**src/rtl/sr_guard_pkg.sv**
```systemverilog
`timescale 1ns/1ps
package sr_guard_pkg;

    localparam int SR_W        = 8;
    localparam int BIT_LOCK    = 7;
    localparam int BIT_REG_HI  = 3;
    localparam int BIT_REG_LO  = 2;
    localparam int BIT_LATCH   = 1;

    localparam logic [SR_W-1:0] LATCH_MASK = logic'(1'b1) << BIT_LATCH;
    localparam logic [SR_W-1:0] STORE_MASK = ~LATCH_MASK;

    typedef enum logic {
        WEL_CLEAR = 1'b0,
        WEL_ARMED = 1'b1
    } wel_state_t;

    typedef enum logic [1:0] {
        REG_NONE    = 2'b00,
        REG_QUARTER = 2'b01,
        REG_HALF    = 2'b10,
        REG_ALL     = 2'b11
    } region_t;

endpackage

```
**src/rtl/sr_latch_fsm.sv**
```systemverilog
`timescale 1ns/1ps
module sr_latch_fsm
    import sr_guard_pkg::*;
(
    input  logic clk,
    input  logic rst_n,
    input  logic arm_i,
    input  logic disarm_i,
    output logic wel_o
);

    wel_state_t state_q;
    wel_state_t state_d;

    always_comb begin
        state_d = state_q;
        unique case (state_q)
            WEL_CLEAR: if (arm_i && !disarm_i) state_d = WEL_ARMED;
            WEL_ARMED: if (disarm_i)           state_d = WEL_CLEAR;
            default:                           state_d = WEL_CLEAR;
        endcase
    end

    always_ff @(posedge clk or negedge rst_n) begin
        if (!rst_n) state_q <= WEL_CLEAR;
        else        state_q <= state_d;
    end

    always_comb begin
        unique case (state_q)
            WEL_ARMED: wel_o = 1'b1;
            default:   wel_o = 1'b0;
        endcase
    end

    AST_WEL_ARM: assert property (@(posedge clk) disable iff (!rst_n)
        arm_i && !disarm_i |=> wel_o);
    AST_WEL_DISARM: assert property (@(posedge clk) disable iff (!rst_n)
        disarm_i |=> !wel_o);
    AST_WEL_HOLD: assert property (@(posedge clk) disable iff (!rst_n)
        !arm_i && !disarm_i |=> $stable(wel_o));

endmodule

```
**src/rtl/sr_region_decode.sv**
```systemverilog
`timescale 1ns/1ps
module sr_region_decode
    import sr_guard_pkg::*;
#(
    parameter int ADDR_W = 15
) (
    input  logic              wel_i,
    input  logic [1:0]        region_i,
    input  logic [ADDR_W-1:0] addr_i,
    output logic              ok_o
);

    localparam int TOP = ADDR_W - 1;

    logic [1:0] top_bits;
    logic       blocked;

    assign top_bits = addr_i[TOP -: 2];

    always_comb begin
        unique case (region_t'(region_i))
            REG_NONE:    blocked = 1'b0;
            REG_QUARTER: blocked = (top_bits == 2'b11);
            REG_HALF:    blocked = top_bits[1];
            REG_ALL:     blocked = 1'b1;
            default:     blocked = 1'b1;
        endcase
        ok_o = wel_i && !blocked;
    end

endmodule

```
**src/rtl/sr_status_store.sv**
```systemverilog
`timescale 1ns/1ps
module sr_status_store
    import sr_guard_pkg::*;
(
    input  logic            clk,
    input  logic            rst_n,
    input  logic            wrsr_i,
    input  logic [SR_W-1:0] data_i,
    input  logic            wel_i,
    input  logic            pin_hi_i,
    output logic            accept_o,
    output logic [SR_W-1:0] store_o
);

    logic [SR_W-1:0] store_q;
    logic            lock_q;

    assign lock_q   = store_q[BIT_LOCK];
    assign accept_o = wrsr_i && wel_i && (!lock_q || pin_hi_i);

    always_ff @(posedge clk or negedge rst_n) begin
        if (!rst_n)        store_q <= '0;
        else if (accept_o) store_q <= data_i & STORE_MASK;
    end

    assign store_o = store_q;

    AST_REJECT_HOLD: assert property (@(posedge clk) disable iff (!rst_n)
        !accept_o |=> $stable(store_q));
    AST_LOCK_PIN: assert property (@(posedge clk) disable iff (!rst_n)
        store_q[BIT_LOCK] && !pin_hi_i |-> !accept_o);
    AST_LOAD_FIELDS: assert property (@(posedge clk) disable iff (!rst_n)
        accept_o |=> store_q[BIT_LOCK:BIT_REG_LO] == $past(data_i[BIT_LOCK:BIT_REG_LO]));

endmodule

```
**src/rtl/sr_write_guard.sv**
```systemverilog
`timescale 1ns/1ps
module sr_write_guard
    import sr_guard_pkg::*;
#(
    parameter int ADDR_W = 15
) (
    input  logic              clk,
    input  logic              rst_n,
    input  logic              cmd_wren,
    input  logic              cmd_wrdi,
    input  logic              cmd_wrsr,
    input  logic [7:0]        wrsr_data,
    input  logic              wprot_n,
    input  logic [ADDR_W-1:0] arr_addr,
    output logic [7:0]        status_byte,
    output logic              arr_wr_ok,
    output logic              sr_wr_accept
);

    logic            wel;
    logic [SR_W-1:0] store;

    sr_latch_fsm u_latch (
        .clk      (clk),
        .rst_n    (rst_n),
        .arm_i    (cmd_wren),
        .disarm_i (cmd_wrdi),
        .wel_o    (wel)
    );

    sr_status_store u_store (
        .clk      (clk),
        .rst_n    (rst_n),
        .wrsr_i   (cmd_wrsr),
        .data_i   (wrsr_data),
        .wel_i    (wel),
        .pin_hi_i (wprot_n),
        .accept_o (sr_wr_accept),
        .store_o  (store)
    );

    sr_region_decode #(.ADDR_W(ADDR_W)) u_region (
        .wel_i    (wel),
        .region_i (store[BIT_REG_HI:BIT_REG_LO]),
        .addr_i   (arr_addr),
        .ok_o     (arr_wr_ok)
    );

    assign status_byte = store | (LATCH_MASK & {SR_W{wel}});

    AST_NO_LATCH_NO_WRITE: assert property (@(posedge clk) disable iff (!rst_n)
        !status_byte[BIT_LATCH] |-> !arr_wr_ok && !sr_wr_accept);
    AST_FULL_BLOCK: assert property (@(posedge clk) disable iff (!rst_n)
        status_byte[BIT_REG_HI:BIT_REG_LO] == 2'b11 |-> !arr_wr_ok);
    AST_ACCEPT_ONLY_STROBE: assert property (@(posedge clk) disable iff (!rst_n)
        !cmd_wrsr |-> !sr_wr_accept);
    AST_LATCH_KEPT: assert property (@(posedge clk) disable iff (!rst_n)
        sr_wr_accept && !cmd_wrdi |=> status_byte[BIT_LATCH]);

endmodule

```
**config.mk**
```make
export PLATFORM = sky130hd
export DESIGN_NAME = sr_write_guard
export DESIGN_NICKNAME = d
export VERILOG_FILES = /design/src/rtl/sr_guard_pkg.sv /design/src/rtl/sr_latch_fsm.sv /design/src/rtl/sr_region_decode.sv /design/src/rtl/sr_status_store.sv /design/src/rtl/sr_write_guard.sv
export SDC_FILE = /design/constraint.sdc
export NUM_CORES = 1
export LEC_CHECK = 0
export BUFFER_PORTS_ARGS = -buffer_cell sky130_fd_sc_hd__buf_2
export CORE_AREA = 2 2 39 41
export CTS_CLUSTER_SIZE = 20
export DETAILED_ROUTE_END_ITERATION = 16
export DIE_AREA = 0 0 41 43
export GPL_ROUTABILITY_DRIVEN = 0
export SYNTH_ARGS = -nofsm -noshare
export SYNTH_HDL_FRONTEND = slang
export SYNTH_SLANG_ARGS = --single-unit
```
**constraint.sdc**
```tcl
create_clock -name clk -period 2.1 [get_ports clk]
set_input_delay 0 -clock clk [delete_from_list [all_inputs] [get_ports clk]]
set_output_delay 0 -clock clk [all_outputs]
set_load 0.005 [all_outputs]
```
==> results.json, run 1 <==
{
  "outcome": "complete, no violations",
  "root_buffer": "clkbuf_4",
  "crit_chain": "nor2_1 > nor2_1 > dlygate4sd3_1",
  "power_density_nw_per_um2": 748,
  "yosys_warnings": 0,
  "final-setup-viol-count": 0,
  "fin_nets": 92,
  "p_leak_nw": 0.297,
  "row_count": 14,
  "die_area_sq_um": 1760,
  "finalInstanceArea_sq_um": 589,
  "yosysTopAreaCell": "dfrtp_1",
  "synthArstFlopShare": 1.00,
  "crit_required_ns": 2.22,
  "grt_pass1_vias": 315,
  "tns_ns": 0,
  "synthFlopType": "dfrtp_1",
  "drive_gt1_frac": 0.574,
  "peakVddDrop_uv": 415,
  "start_kind": "register",
  "slowest_stage": "dlygate4sd3_1",
  "cts.reportedPaths.clkPinSlew_ns": 0.05,
  "start_util": 0.249,
  "postPlaceCellArea_sq_um": 477,
  "worst_pin_slew_ns": 0.248,
  "synthTopCellsByCount": "8 x dfrtp_1, 6 x mux2_2, 2 x nand2_1, 2 x nor2_1",
  "avgSynthCellArea_sq_um": 13.2,
  "insertion_delay_ns": 0.24,
  "hold_viol": 0,
  "track_usage": 0.103,
  "ys_seq_elements": 8,
  "antenna_found_initial": 0,
  "grt_pass1_wl_um": 1190,
  "fill_cells": 133,
  "cp_data_arrival_time_ns": 1.38,
  "antenna_left": 0,
  "vias": 324,
  "hold_class": "in -> reg",
  "cp_slowest_stage_delay_ns": 0.55,
  "cts_resized": 0,
  "grt-ovfl-total": 0,
  "routed_via_density": 4.21,
  "end_kind": "register",
  "drv_slew": 0,
  "clockBufferDepth": 2,
  "critPathBufInv": 1,
  "synth.area.top_cells": "dfrtp_1 58%, mux2_2 20%, a21oi_4 4.7%",
  "cts-htree-levels": 1,
  "slew_headroom": 0.834,
  "firstDrtPassIters": 1,
  "cts_buffers": 3,
  "synth_cell_types": 12,
  "worstPathMaxFanout": 6,
  "rsz0062_at_grt": "false",
  "area_delta_synth_final_pct": 71.3,
  "die_h_um": 43,
  "synthMostInstantiatedCell": "dfrtp_1",
  "crit_family": "buffers and inverters",
  "multi_input_comb_area_sq_um": 133,
  "cts_setup_buffers": 0,
  "synth_edf_count": 0,
  "n_antenna_cell": 0,
  "syn_inst": 26,
  "hpwl_um": 580,
  "core-area_sq_um": 1380,
  "critical_path.most_common_cell": "nor2_1",
  "rrSetupSlack_ns": 0.84,
  "wl_um": 781,
  "drv_cap": 0,
  "drt_iter0_drc": 0,
  "die_x_um": 41,
  "final_util": 0.426,
  "fmax_ghz": 0.792,
  "synth_fp_nets": 55,
  "drc": 0,
  "clkSinkCount": 8,
  "wire_per_inst_um": 10.1,
  "yosysSeqAreaShare": 0.582,
  "port_buffers": 24,
  "fin_hold_ws_ns": 0.0340,
  "seqCellArea_sq_um": 200,
  "cts_tree": "built",
  "fin_skew_ns": 0.00183,
  "final.min_clock_period_ns": 1.26,
  "power_mw": 0.441,
  "holdBufCountCts": 9,
  "synth_area_sq_um": 344,
  "critical_path_class": "reg -> reg",
  "yosys.area.top_type_share": 0.582,
  "ioPinCount": 39,
  "min_period_over_period": 0.601,
  "grt_max_degree": 9
}
## per-stage QoR
stage	worst slack, ns	std cells
final	0.838	77
after global routing	0.752	77
after CTS	0.832	77
after detailed placement	0.865	65
after global placement	0.879	65
after floorplan	0.949	26
## cells by family (layout without fill, tap and decap cells)
kind of cell	after synthesis	in the layout	share of synthesized area
DFF	8	8	0.582
buffers and inverters	2	37	0.0327
and+or+nand+nor	6	6	0.0764
AOI/OAI and AO/OA	4	4	0.113
muxes	6	6	0.196
## report_power, final
part,switching (mW),leakage [nW],internal (mW)
Sequential,0.0241,0.0949,0.189
Clock,0.0440,0.0138,0.0648
Combinational,0.0417,0.188,0.0770
Total,0.110,0.297,0.331
## registers in the layout, indices dropped and copies added (netlist names)
signal           count
u_latch.state_q      1
u_store.store_o      7
## cell usage in the layout, fill, tap and decap left out, types with 2 or more instances in the layout
master / netlist / routed
buf_2: 0 / 24
clkbuf_4: 0 / 3
dfrtp_1: 8 / 8
dlygate4sd3_1: 0 / 9
mux2_2: 6 / 6
nand2_1: 2 / 2
nor2_1: 2 / 2
## worst paths after layout
check / start / endpoint / depth (start not counted)
worst min register to register: u_store.store_o[5]$_DFFE_PN0P_ / u_store.store_o[5]$_DFFE_PN0P_ / 1
worst min-delay path: wrsr_data[7] / u_store.store_o[7]$_DFFE_PN0P_ / 2
min in group asynchronous: rst_n / u_store.store_o[4]$_DFFE_PN0P_ / 2
worst max register to register: u_latch.state_q$_DFF_PN0_ / u_latch.state_q$_DFF_PN0_ / 3
worst max-delay path: u_latch.state_q$_DFF_PN0_ / u_latch.state_q$_DFF_PN0_ / 3
max in group asynchronous: rst_n / u_store.store_o[0]$_DFFE_PN0P_ / 2
## worst register-to-register path: stages, from the launching register on
cell and delay [ns]:
dfrtp_1 0.43, nor2_1 0.12, nor2_1 0.04, dlygate4sd3_1 0.55
## area by class of cell
cell class,count,share of cell area
Multi-Input combinational cell,16,0.225
Sequential cell,8,0.340
Tap cell,16,0.0340
Inverter,1,0.00637
Clock buffer,3,0.0382
Timing Repair Buffer,33,0.357
## metal layers
layer / vias to the layer above / wire [um] / track usage
li1: 159 / - / -
met1: 140 / 324 / 0.113
met2: 25 / 339 / 0.163
met3: 0 / 117 / 0.0314
met4: 0 / 0 / 0.0600
met5: - / 0 / 0
Power figures use the tool's default switching activity.
==> inputs of run 2 (changes only) <==
--- a/config.mk
+++ b/config.mk
@@ -11,6 +11,7 @@
 export DETAILED_ROUTE_END_ITERATION = 16
 export DIE_AREA = 0 0 41 43
 export GPL_ROUTABILITY_DRIVEN = 0
+export PLACE_DENSITY = 0.67
 export SYNTH_ARGS = -nofsm -noshare
 export SYNTH_HDL_FRONTEND = slang
 export SYNTH_SLANG_ARGS = --single-unit
==> constraint.sdc (replaced) <==
create_clock -name clk -period 1 [get_ports clk]
set_input_delay 0 -clock clk [delete_from_list [all_inputs] [get_ports clk]]
set_output_delay 0 -clock clk [all_outputs]
set_load 0.005 [all_outputs]
==> results.json, run 2 (synthesized netlist as in run 1, its figures left out) <==
{
  "fill_cells": 139,
  "drv_slew": 0,
  "fin_ws_ns": -0.109,
  "hold_class": "in -> reg",
  "worstPathMaxFanout": 5,
  "p_leak_nw": 0.337,
  "min_from": "wrsr_data[7]",
  "fin_hold_ws_ns": 0.0281,
  "routed_via_density": 4.21,
  "row_count": 14,
  "wl_um": 874,
  "min_period_over_period": 1.11,
  "grt-ovfl-total": 0,
  "crit_required_ns": 1.13,
  "outcome": "complete, but fails checks",
  "insertion_delay_ns": 0.24,
  "power_density_nw_per_um2": 1540,
  "ff2ff_path_depth": 3,
  "clockBufferDepth": 2,
  "clkPwrFrac": 0.232,
  "clkSinkCount": 8,
  "track_usage": 0.126,
  "start_kind": "register",
  "start_util": 0.249,
  "cts-htree-levels": 1,
  "critical_path_class": "reg -> reg",
  "fmax_ghz": 0.902,
  "hold_viol": 0,
  "rsz0062_at_grt": "true",
  "violations": "negative setup slack",
  "final-setup-viol-count": 8,
  "final_util": 0.474,
  "die_x_um": 41,
  "reg2reg_from": "u_store.store_o[7]$_DFFE_PN0P_",
  "cts_tree": "built",
  "peakVddDrop_uv": 691,
  "firstDrtPassIters": 4,
  "slew_headroom": 0.879,
  "root_buffer": "clkbuf_4",
  "wire_per_inst_um": 10.7,
  "drive_gt1_frac": 0.621,
  "die_h_um": 43,
  "port_buffers": 24,
  "fin_skew_ns": 0.000452,
  "hold_path_depth": 2,
  "internal_power_mw": 0.754,
  "worst_pin_slew_ns": 0.181,
  "core-area_sq_um": 1380,
  "area_delta_synth_final_pct": 90.5,
  "largest_reg_flops": 7,
  "vias": 345,
  "antenna_left": 0,
  "layout_common_cells": "23 x buf_2, 9 x dlygate4sd3_1, 8 x dfrtp_1, 4 x mux2_4, 4 x buf_4",
  "switching_share": 0.253,
  "final.min_clock_period_ns": 1.11,
  "r2r-end": "u_store.store_o[2]$_DFFE_PN0P_",
  "p_seq_frac": 0.443,
  "power.switching_mw": 0.256,
  "rrSetupSlack_ns": -0.11,
  "seqCellArea_sq_um": 200,
  "grt_pass1_vias": 362,
  "die_area_sq_um": 1760,
  "grt_max_degree": 9,
  "layout_commonest_cell": "buf_2",
  "drt_iter0_drc": 1,
  "cts_buffers": 3,
  "fin_nets": 97,
  "hold_end": "u_store.store_o[7]$_DFFE_PN0P_",
  "drc": 0,
  "p_comb_frac": 0.325,
  "cp_data_arrival_time_ns": 1.24,
  "drv_cap": 0,
  "ioPinCount": 39,
  "end_kind": "register",
  "antenna_found_initial": 0,
  "grt_pass1_wl_um": 1420,
  "cts.reportedPaths.clkPinSlew_ns": 0.05,
  "multi_input_comb_area_sq_um": 151,
  "n_antenna_cell": 0
}
==> run 2: cell types whose count changed in the layout (fill, tap and decap cells not counted) <==
cell	before	now
a21oi_2	0	1
mux2_4	0	4
buf_6	0	2
a21oi_1	1	0
buf_4	0	4
mux2_2	6	2
buf_2	24	23
==> run 2: worst max-delay path by stage <==
stage / depth (start not counted) / startpoint / end
after CTS: 3 / u_store.store_o[7]$_DFFE_PN0P_ / u_store.store_o[4]$_DFFE_PN0P_
final: 3 / u_store.store_o[7]$_DFFE_PN0P_ / u_store.store_o[2]$_DFFE_PN0P_
after global placement: 2 / u_store.store_o[7]$_DFFE_PN0P_ / u_store.store_o[6]$_DFFE_PN0P_
after floorplan: 3 / u_latch.state_q$_DFF_PN0_ / u_store.store_o[0]$_DFFE_PN0P_
after detailed placement: 2 / u_store.store_o[7]$_DFFE_PN0P_ / u_store.store_o[6]$_DFFE_PN0P_
after global routing: 4 / u_latch.state_q$_DFF_PN0_ / u_store.store_o[5]$_DFFE_PN0P_
==> run 2: area by class of cell <==
type / count / area share
Tap cell: 16 / 0.0305
Clock buffer: 3 / 0.0344
Timing Repair Buffer: 38 / 0.393
Inverter: 1 / 0.00573
Multi-Input combinational cell: 16 / 0.231
Sequential cell: 8 / 0.305
==> run 2: routing by layer <==
| metal | vias up | part of all wire | track usage |
|---|---|---|---|
| li1 | 172 | - | - |
| met1 | 157 | 0.39 | 0.110 |
| met2 | 14 | 0.53 | 0.219 |
| met3 | 2 | 0.068 | 0.0471 |
| met4 | 0 | 0.016 | 0.0800 |
| met5 | - | 0 | 0 |
==> run 2: power groups by stage <==
stage	Clock (mW)	Combinational (mW)	Sequential, mW
3_3_place_gp	0	0.241	0.446
4_1_cts	0.249	0.324	0.444
3_5_place_dp	0	0.247	0.448
5_1_grt	0.261	0.364	0.456
2_1_floorplan	0	0.0976	0.456
6_report	0.234	0.328	0.447
==> run 2: what timing repair did <==
action	4_1_cts	5_1_grt
hold buffers	9	0
setup endpoints to repair	8	8
gates resized for setup	5	2
buffers inserted	3	0
gates cloned	0	0
hold endpoints to repair	15	0
pin swaps	2	1
==> run 2: critical path: stages, from the launching register on <==
cell	delay, ns
dfrtp_1	0.40
a21oi_4	0.14
buf_6	0.15
mux2_4	0.30
==> run 2: per-stage QoR <==
stage | setup TNS [ns] | setup WS [ns] | instance area (sq um) | cells | total power [mW]
after floorplan | -0.904 | -0.151 | 344 | 26 | 0.554
after global placement | -0.608 | -0.104 | 492 | 67 | 0.687
final | -0.684 | -0.109 | 656 | 82 | 1.01
after CTS | -0.872 | -0.128 | 646 | 82 | 1.02
after global routing | -1.03 | -0.145 | 656 | 82 | 1.08
after detailed placement | -0.725 | -0.126 | 492 | 67 | 0.695
==> inputs of run 3 (changes only) <==
--- a/config.mk
+++ b/config.mk
@@ -5,7 +5,7 @@
 export SDC_FILE = /design/constraint.sdc
 export NUM_CORES = 1
 export LEC_CHECK = 0
-export BUFFER_PORTS_ARGS = -buffer_cell sky130_fd_sc_hd__buf_2
+export BUFFER_PORTS_ARGS = -buffer_cell sky130_fd_sc_hd__buf_4
 export CORE_AREA = 2 2 39 41
 export CTS_CLUSTER_SIZE = 20
 export DETAILED_ROUTE_END_ITERATION = 16
==> results.json, run 3 (synthesized netlist as in run 1, its figures left out) <==
{
  "cp_data_arrival_time_ns": 1.13,
  "clockBufferDepth": 2,
  "antenna_found_initial": 0,
  "track_usage": 0.119,
  "drv_slew": 0,
  "area_delta_synth_final_pct": 104,
  "min_period_over_period": 1.13,
  "start_kind": "register",
  "routed_via_density": 4.23,
  "die_x_um": 41,
  "crit_required_ns": 1.00,
  "grt-ovfl-total": 0,
  "drv_cap": 0,
  "layout_common_cells": "26 x buf_4, 9 x dlygate4sd3_1, 8 x dfrtp_1, 6 x mux2_2",
  "grt_max_degree": 9,
  "row_count": 14,
  "vias": 347,
  "drive_gt1_frac": 0.621,
  "antenna_left": 0,
  "fin_nets": 97,
  "worst_pin_slew_ns": 0.238,
  "layout_commonest_cell": "buf_4",
  "final.min_clock_period_ns": 1.13,
  "die_h_um": 43,
  "outcome": "complete, but fails checks",
  "largest_reg_flops": 7,
  "hpwl_um": 583,
  "p_leak_nw": 0.343,
  "slew_headroom": 0.841,
  "power_density_nw_per_um2": 1530,
  "fin_skew_ns": 0.00270,
  "insertion_delay_ns": 0.25,
  "core-area_sq_um": 1380,
  "firstDrtPassIters": 2,
  "wl_um": 841,
  "cts_buffers": 3,
  "seqCellArea_sq_um": 200,
  "final-setup-viol-count": 10,
  "fin_ws_ns": -0.134,
  "drt_iter0_drc": 3,
  "final_util": 0.507,
  "wire_per_inst_um": 10.3,
  "multi_input_comb_area_sq_um": 136,
  "fmax_ghz": 0.881,
  "power_mw": 1.07,
  "end_kind": "output pin",
  "critical_path_class": "reg -> out",
  "die_area_sq_um": 1760,
  "cts-htree-levels": 1,
  "n_antenna_cell": 0,
  "drc": 0,
  "hold_path_depth": 2,
  "fill_cells": 146,
  "ff2ff_path_depth": 2,
  "cts.reportedPaths.clkPinSlew_ns": 0.05,
  "cts_tree": "built",
  "peakVddDrop_uv": 807,
  "worstPathMaxFanout": 7,
  "ioPinCount": 39,
  "rsz0062_at_grt": "true",
  "hold_viol": 0,
  "clkSinkCount": 8,
  "grt_pass1_vias": 356,
  "violations": "negative setup slack",
  "port_buffers": 24,
  "root_buffer": "clkbuf_4",
  "hold_class": "in -> reg",
  "grt_pass1_wl_um": 1380,
  "start_util": 0.249
}
[run 3: cell type report]
cell class	instances	area share
inverter	1	0.00535
timing repair buffer	38	0.455
tap	16	0.0285
multi-input combinational	16	0.194
clock buffer	3	0.0321
sequential	8	0.285
[run 3: timing repair]
| action | 4_1_cts | 5_1_grt |
|---|---|---|
| hold endpoints to repair | 15 | 0 |
| endpoints found under the setup margin | 8 | 10 |
| pin swaps | 1 | 0 |
| resized for setup | 2 | 2 |
| setup buffers | 1 | 1 |
| hold buffers | 9 | 0 |
[run 3: report_power, final]
group,total (mW),leakage [nW],internal [mW],switching (mW)
registers,0.446,0.0949,0.397,0.0493
logic,0.381,0.235,0.269,0.112
clock network,0.247,0.0138,0.137,0.109
total,1.07,0.343,0.803,0.271
[run 3: critical path, stage by stage, from the launching register on]
cell	delay, ns
dfrtp_1	0.40
a21oi_4	0.24
buf_4	0.15
buf_4	0.09
[run 3: path summary, 6_finish.rpt]
check | end | start | slack [ns]
min in group asynchronous | u_store.store_o[2]$_DFFE_PN0P_ | rst_n | 0.11
setup / recovery | sr_wr_accept | u_store.store_o[7]$_DFFE_PN0P_ | -0.13
setup reg to reg | u_store.store_o[6]$_DFFE_PN0P_ | u_store.store_o[7]$_DFFE_PN0P_ | -0.12
hold / removal | u_store.store_o[7]$_DFFE_PN0P_ | wrsr_data[7] | 0.02
max in group asynchronous | u_store.store_o[4]$_DFFE_PN0P_ | rst_n | 0.77
hold reg to reg | u_store.store_o[0]$_DFFE_PN0P_ | u_store.store_o[0]$_DFFE_PN0P_ | 0.51
[run 3: layer usage]
layer / vias to the layer above / track usage / share of wire
met5: - / 0 / 0
met4: 0 / 0.0800 / 0
met3: 0 / 0.0419 / 0.075
met2: 12 / 0.188 / 0.55
met1: 165 / 0.123 / 0.38
li1: 170 / - / -
[run 3: stage by stage]
step / instances / hold slack (ns) / setup TNS [ns] / setup WS [ns] / area, sq um
after floorplan: 26 / -0.296 / -0.904 / -0.151 / 344
after global placement: 68 / -0.179 / -0.654 / -0.110 / 559
after detailed placement: 68 / -0.178 / -0.717 / -0.126 / 559
after global routing: 82 / 0.0119 / -1.58 / -0.206 / 702
final: 82 / 0.0164 / -1.04 / -0.134 / 702
after CTS: 81 / 0.0135 / -0.958 / -0.150 / 687
